### src/rtl/alu8_pkg.sv
package alu8_pkg;

  typedef enum logic [3:0] {
    OP_NONE,
    OP_ADD,
    OP_ADDI,
    OP_SUB,
    OP_XOR,
    OP_AND,
    OP_OR,
    OP_SLL,
    OP_SRL
  } alu_op_e;

  typedef enum logic [1:0] {
    FC_NONE,
    FC_ARITH,
    FC_LOGIC,
    FC_SHIFT
  } flag_class_e;

  localparam int INSTR_W = 8;
  localparam int IMM_W   = 4;

endpackage

### src/rtl/alu8_decode.sv
module alu8_decode
  import alu8_pkg::*;
(
  input  logic [INSTR_W-1:0] instr,
  output alu_op_e            op,
  output flag_class_e        fclass,
  output logic [IMM_W-1:0]   imm
);

  logic unused_sel;
  assign unused_sel = instr[3];

  // immediate: bit 4 is the top bit, bits 2:0 the rest
  assign imm = {instr[4], instr[2:0]};

  always_comb begin
    casez (instr[7:4])
      4'b000?: op = OP_ADDI;
      4'b0010: op = OP_ADD;
      4'b0011: op = OP_SUB;
      4'b0111: op = OP_XOR;
      4'b1100: op = OP_AND;
      4'b1101: op = OP_OR;
      4'b1110: op = OP_SLL;
      4'b1111: op = OP_SRL;
      default: op = OP_NONE;
    endcase
  end

  always_comb begin
    unique case (op)
      OP_ADD, OP_ADDI, OP_SUB: fclass = FC_ARITH;
      OP_XOR, OP_AND, OP_OR:   fclass = FC_LOGIC;
      OP_SLL, OP_SRL:          fclass = FC_SHIFT;
      default:                 fclass = FC_NONE;
    endcase
  end

endmodule

### src/rtl/alu8_datapath.sv
module alu8_datapath
  import alu8_pkg::*;
#(
  parameter int W = 8
) (
  input  alu_op_e          op,
  input  logic [W-1:0]     acc,
  input  logic [W-1:0]     opnd,
  input  logic [IMM_W-1:0] imm,
  output logic [W-1:0]     res,
  output logic             carry,
  output logic             ovf
);

  localparam int SHW = $clog2(W);

  // shared adder input
  logic [W-1:0] addend;
  logic [W:0]   sum;
  logic [W:0]   diff;

  assign addend = (op == OP_ADDI) ? W'(imm) : opnd;
  assign sum    = {1'b0, acc} + {1'b0, addend};
  assign diff   = {1'b0, acc} - {1'b0, opnd};

  // range guard for the shift amount
  logic shift_big;
  assign shift_big = (opnd >= W'(W));

  // logarithmic shifters, one stage per amount bit
  logic [W-1:0] lsh;
  logic [W-1:0] rsh;

  always_comb begin
    lsh = acc;
    rsh = acc;
    for (int i = 0; i < SHW; i++) begin
      if (opnd[i]) begin
        lsh = lsh << (1 << i);
        rsh = rsh >> (1 << i);
      end
    end
    if (shift_big) begin
      lsh = '0;
      rsh = '0;
    end
  end

  always_comb begin
    res   = acc;
    carry = 1'b0;
    ovf   = 1'b0;
    unique case (op)
      OP_ADD, OP_ADDI: begin
        res   = sum[W-1:0];
        carry = sum[W];
        ovf   = (acc[W-1] == addend[W-1]) && (sum[W-1] != acc[W-1]);
      end
      OP_SUB: begin
        res   = diff[W-1:0];
        carry = diff[W];
        ovf   = (acc[W-1] != opnd[W-1]) && (diff[W-1] != acc[W-1]);
      end
      OP_XOR:  res = acc ^ opnd;
      OP_AND:  res = acc & opnd;
      OP_OR:   res = acc | opnd;
      OP_SLL:  res = lsh;
      OP_SRL:  res = rsh;
      default: res = acc;
    endcase
  end

  logic [W-1:0] imm_step;
  assign imm_step = res - acc;

  always_comb begin
    if ((op == OP_SLL || op == OP_SRL) && shift_big)
      assert_shift_range_R5: assert (res == '0)
        else $error("oversized shift left nonzero result");
    if (op == OP_ADDI)
      assert_imm_bound_R2: assert (imm_step < W'(16))
        else $error("add-immediate moved accumulator too far");
    if (op == OP_SUB && !carry)
      assert_sub_borrow_R3: assert (res <= acc)
        else $error("no borrow but difference above minuend");
  end

endmodule

### src/rtl/alu8_flags.sv
module alu8_flags
  import alu8_pkg::*;
#(
  parameter int W = 8
) (
  input  flag_class_e  fclass,
  input  logic [W-1:0] res,
  input  logic         carry,
  input  logic         ovf,
  output logic [1:0]   flags,
  output logic         flag_we
);

  logic is_zero;
  logic parity;

  assign is_zero = (res == '0);
  assign parity  = ^res;

  always_comb begin
    unique case (fclass)
      FC_ARITH: flags = {carry, ovf};
      FC_LOGIC: flags = {parity, is_zero};
      FC_SHIFT: flags = {res[W-1], is_zero};
      default:  flags = 2'b00;
    endcase
  end

  assign flag_we = (fclass != FC_NONE);

endmodule

### src/rtl/alu8_core.sv
module alu8_core
  import alu8_pkg::*;
#(
  parameter int W = 8
) (
  input  logic [7:0]   instr,
  input  logic [W-1:0] acc_in,
  input  logic [W-1:0] opnd_in,
  output logic [W-1:0] result,
  output logic [1:0]   flag_out,
  output logic         flag_we
);

  alu_op_e          op;
  flag_class_e      fclass;
  logic [IMM_W-1:0] imm;
  logic             carry;
  logic             ovf;

  alu8_decode u_decode (
    .instr  (instr),
    .op     (op),
    .fclass (fclass),
    .imm    (imm)
  );

  alu8_datapath #(.W(W)) u_datapath (
    .op    (op),
    .acc   (acc_in),
    .opnd  (opnd_in),
    .imm   (imm),
    .res   (result),
    .carry (carry),
    .ovf   (ovf)
  );

  alu8_flags #(.W(W)) u_flags (
    .fclass  (fclass),
    .res     (result),
    .carry   (carry),
    .ovf     (ovf),
    .flags   (flag_out),
    .flag_we (flag_we)
  );

  always_comb begin
    if (!flag_we)
      assert_idle_passthru_R7: assert (result == acc_in && flag_out == 2'b00)
        else $error("unlisted opcode altered outputs");
    if (instr[7:5] == 3'b111)
      assert_shift_sign_R6: assert (flag_out[1] == result[W-1])
        else $error("shift sign flag disagrees with result");
    if (instr[7:4] == 4'b0111 || instr[7:5] == 3'b110)
      assert_logic_zero_R4: assert (flag_out[0] == (result == '0))
        else $error("logic zero flag disagrees with result");
    if (instr[7:4] == 4'b0010 && !flag_out[1])
      assert_add_carry_R1: assert (result >= acc_in)
        else $error("no carry but sum wrapped");
  end

endmodule

### config.mk
export PLATFORM = sky130hd
export DESIGN_NAME = alu8_core
export DESIGN_NICKNAME = d
export VERILOG_FILES = /design/src/rtl/alu8_pkg.sv /design/src/rtl/alu8_decode.sv /design/src/rtl/alu8_datapath.sv /design/src/rtl/alu8_flags.sv /design/src/rtl/alu8_core.sv
export SDC_FILE = /design/constraint.sdc
export NUM_CORES = 1
export LEC_CHECK = 0
export ABC_AREA = 1
export BUFFER_PORTS_ARGS = -buffer_cell sky130_fd_sc_hd__buf_2
export CAP_MARGIN = 20
export CORE_ASPECT_RATIO = 0.5
export CORE_MARGIN = 4
export CORE_UTILIZATION = 45
export DETAILED_ROUTE_END_ITERATION = 16
export PLACE_DENSITY = 0.72
export SLEW_MARGIN = 20
export SYNTH_ARGS = -nofsm -noshare
export SYNTH_HDL_FRONTEND = slang
export SYNTH_SLANG_ARGS = --single-unit
### constraint.sdc
create_clock -name vclk -period 8.4
set_clock_uncertainty 0.15 [all_clocks]
set_input_delay 0.84 -clock vclk [all_inputs]
set_output_delay 0.84 -clock vclk [all_outputs]
set_load 0.01 [all_outputs]
==> results.md <==
* Status: complete, no violations
* PostCTS Resize Cnt at 0
* CP top delay family: simple AND/OR/NAND/NOR gates
* Max_cap viols at 0
* Achievable frequency at 0.181 GHz
* Comb power frac at 100.0%
* Worst min path class: input pin to output pin
* Vias in the first global route at about 2500
* I/O Pins at 35
* Startpoint Class: input pin
* Port-buffer cells at 34
* Final hold vios at 0
* WL met2 at about 3100 um
* Critical-path top delay cell: nor2_1
* Mapped Cells at ~470
* Synth area leaders: nand2_1, ha_1, nand3_1
* Die X at ~110 um
* Max Used Layer: met4
* Mean Syn Cell Area at 5.19 um2
* Setup crit end kind: output pin
* Sequential cell count at 0
* Routed WL per cell at between 10 and 15 um
* Gpl congestion at between 0.9 and 1
* Compound-Gate Fraction of Synth Area at between 10% and 20%
* ANT cells at 0
* Row count at 18
* Synth area leader: nand2_1
* Yosys warnings at 0
* Synth Area in XOR/XNOR at less than 1%
* Mapped Area at 0.00241 mm2
* Met3 routed WL at about 340 um
* Fillcell total at ~580
* CORE AREA at 0.00504 mm2
* DR vias at just under 3000
* CP bufs+invs at 3
* Min cycle time layout at around 5500 ps
* Share of layout cells above drive strength 1 at about a tenth
* Post-CTS setup buffers at 0
* WHS at 1940 ps
* Period utilization at between 60 and 70%
* Drt first pass iters at 5
* Initial Util at 47.8%
* DRT iter0 DRCs at 300
* Hold path startpoint: acc_in[0]
* Setup slack at placement at 2900 ps
* CP arrival at 4540 ps
* Dpl hpwl at about 6000 um
* Mux share of post-synthesis cell area at 0%
* Register share of total power at 0%
* First-pass GRT wire length at 11800 um
* Rel. slew slack at approximately 52%
* Pwr Density at approximately 60 mW/mm2
* Slack of the critical path at between 2000 and 3000 ps
* Commonest cells post-synth: nand2_1, inv_1, nor2_1
* Sequential share of the synthesized area at 0%
* Vias per inst at about 5.3
* M1 WL at between 3000 and 4000 um
* Antenna-violating nets left at 0
* Main combinational cell family by area after synthesis: simple AND/OR/NAND/NOR gates
* Worst Setup Path Type: input pin to output pin
* Layout area overhead at 9.02%
* # setup viols final at 0
* Internal at a little under 0.06 mW
* Cts hold-fix bufs at 0
* NetSw at 0.101 mW
* Switching Fraction at 63.6%
* FF+latch area at 0 um2
* Post-Synth Adder-Cell Area at a little over a fifth
* Total GRT Usage at 21.5%
* Simple-Gate Fraction of Synth Area at 55.2%
* Gr ovfl total at 0
* Syn_nets at about 530
* Static Leak at 1.51 nW
* Initial antenna violation count at 0
* Post-Route WL at 7320 um
* Post-synth top area share at between 20% and 30%
* Crit-path most repeated cell: nor2_1
* Clock buf count at 0
* Fin Setup TNS at 0 ps
* RSZ-0062 raised after global routing: false
* Worst-margin pin slew at 712 ps
* Clock share of power at 0%
* CP max stage delay at 560 ps
* DRC viols at 0
* CP startpoint: instr[6]
* Die area at 0.00667 mm2
* Crit path cell chain: buf_2 > nor2_1 > inv_1 > nor2_1 > o21ai_0 > ha_1 > fa_1 > or2_2 > nand3_1 > nand2_1 > nor2_1 > nand2_1 > o21ai_0 > ha_1 > xnor2_1 > or2_2 > nand3_1 > nand4_1 > buf_2
* Die height at between 50 and 60 um
* CP Max Fanout at 12
* Distinct cells, synth at 31
* Max Slew Vio Count at 0
* Net count, final at ~560
* Data required, critical path at around 7400 ps
* Top-count cell post-synth: nand2_1
* Largest net degree at the start of global routing at 20
* Maximum vdd drop at between 0.02 and 0.025 mV
==> placed cells by master (no fill, tap or decap), drive strengths merged <==
cell type / instances
o211ai: 1
nand2: 160
clkinv: 2
o21ai: 23
nand3: 57
a21oi: 20
fa: 2
buf: 34
o21a: 3
nor3: 3
xnor2: 2
inv: 58
or2: 3
nand4: 17
o21bai: 1
a21o: 3
nand3b: 1
nor2: 63
ha: 38
==> cells by family (layout without fill, tap and decap cells) <==
| logic type | after synthesis | in the layout |
|---|---|---|
| compound gates | 51 | 51 |
| xor+xnor | 2 | 2 |
| fa+ha+maj | 40 | 40 |
| buf+inv | 68 | 94 |
| simple gates | 304 | 304 |
==> final timing paths <==
check	endpoint	cells after the start
setup / recovery	flag_out[1]	19
hold / removal	result[0]	4
==> power by group through the flow <==
stage	logic, mW	registers [mW]	clock network, mW
finish	0.158	0	0
global route	0.180	0	0
CTS	0.157	0	0
detailed placement	0.156	0	0
global placement	0.154	0	0
floorplan	0.113	0	0
==> through the flow <==
step	cells	area, um2	total power [mW]	util (%)
6_report	561	2630	0.158	52.1
5_1_grt	561	2630	0.180	52.1
4_1_cts	561	2630	0.157	52.1
3_5_place_dp	561	2630	0.156	52.1
3_3_place_gp	561	2630	0.154	52.1
2_1_floorplan	465	2410	0.113	-
==> routing by layer <==
metal | global-route usage (%) | vias up
met1 | 33.4 | 1329
li1 | - | 1559
met4 | 1.04 | 0
met3 | 0.202 | 4
met2 | 35.0 | 82
met5 | 0 | -
==> area by class of cell <==
class | count | area, um2 | area share (%)
inverter | 60 | 225 | 8.56
multi-input combinational | 397 | 2150 | 81.6
tap | 70 | 87.6 | 3.33
timing repair buffer | 34 | 170 | 6.47
(Power assumes the default switching activity.)
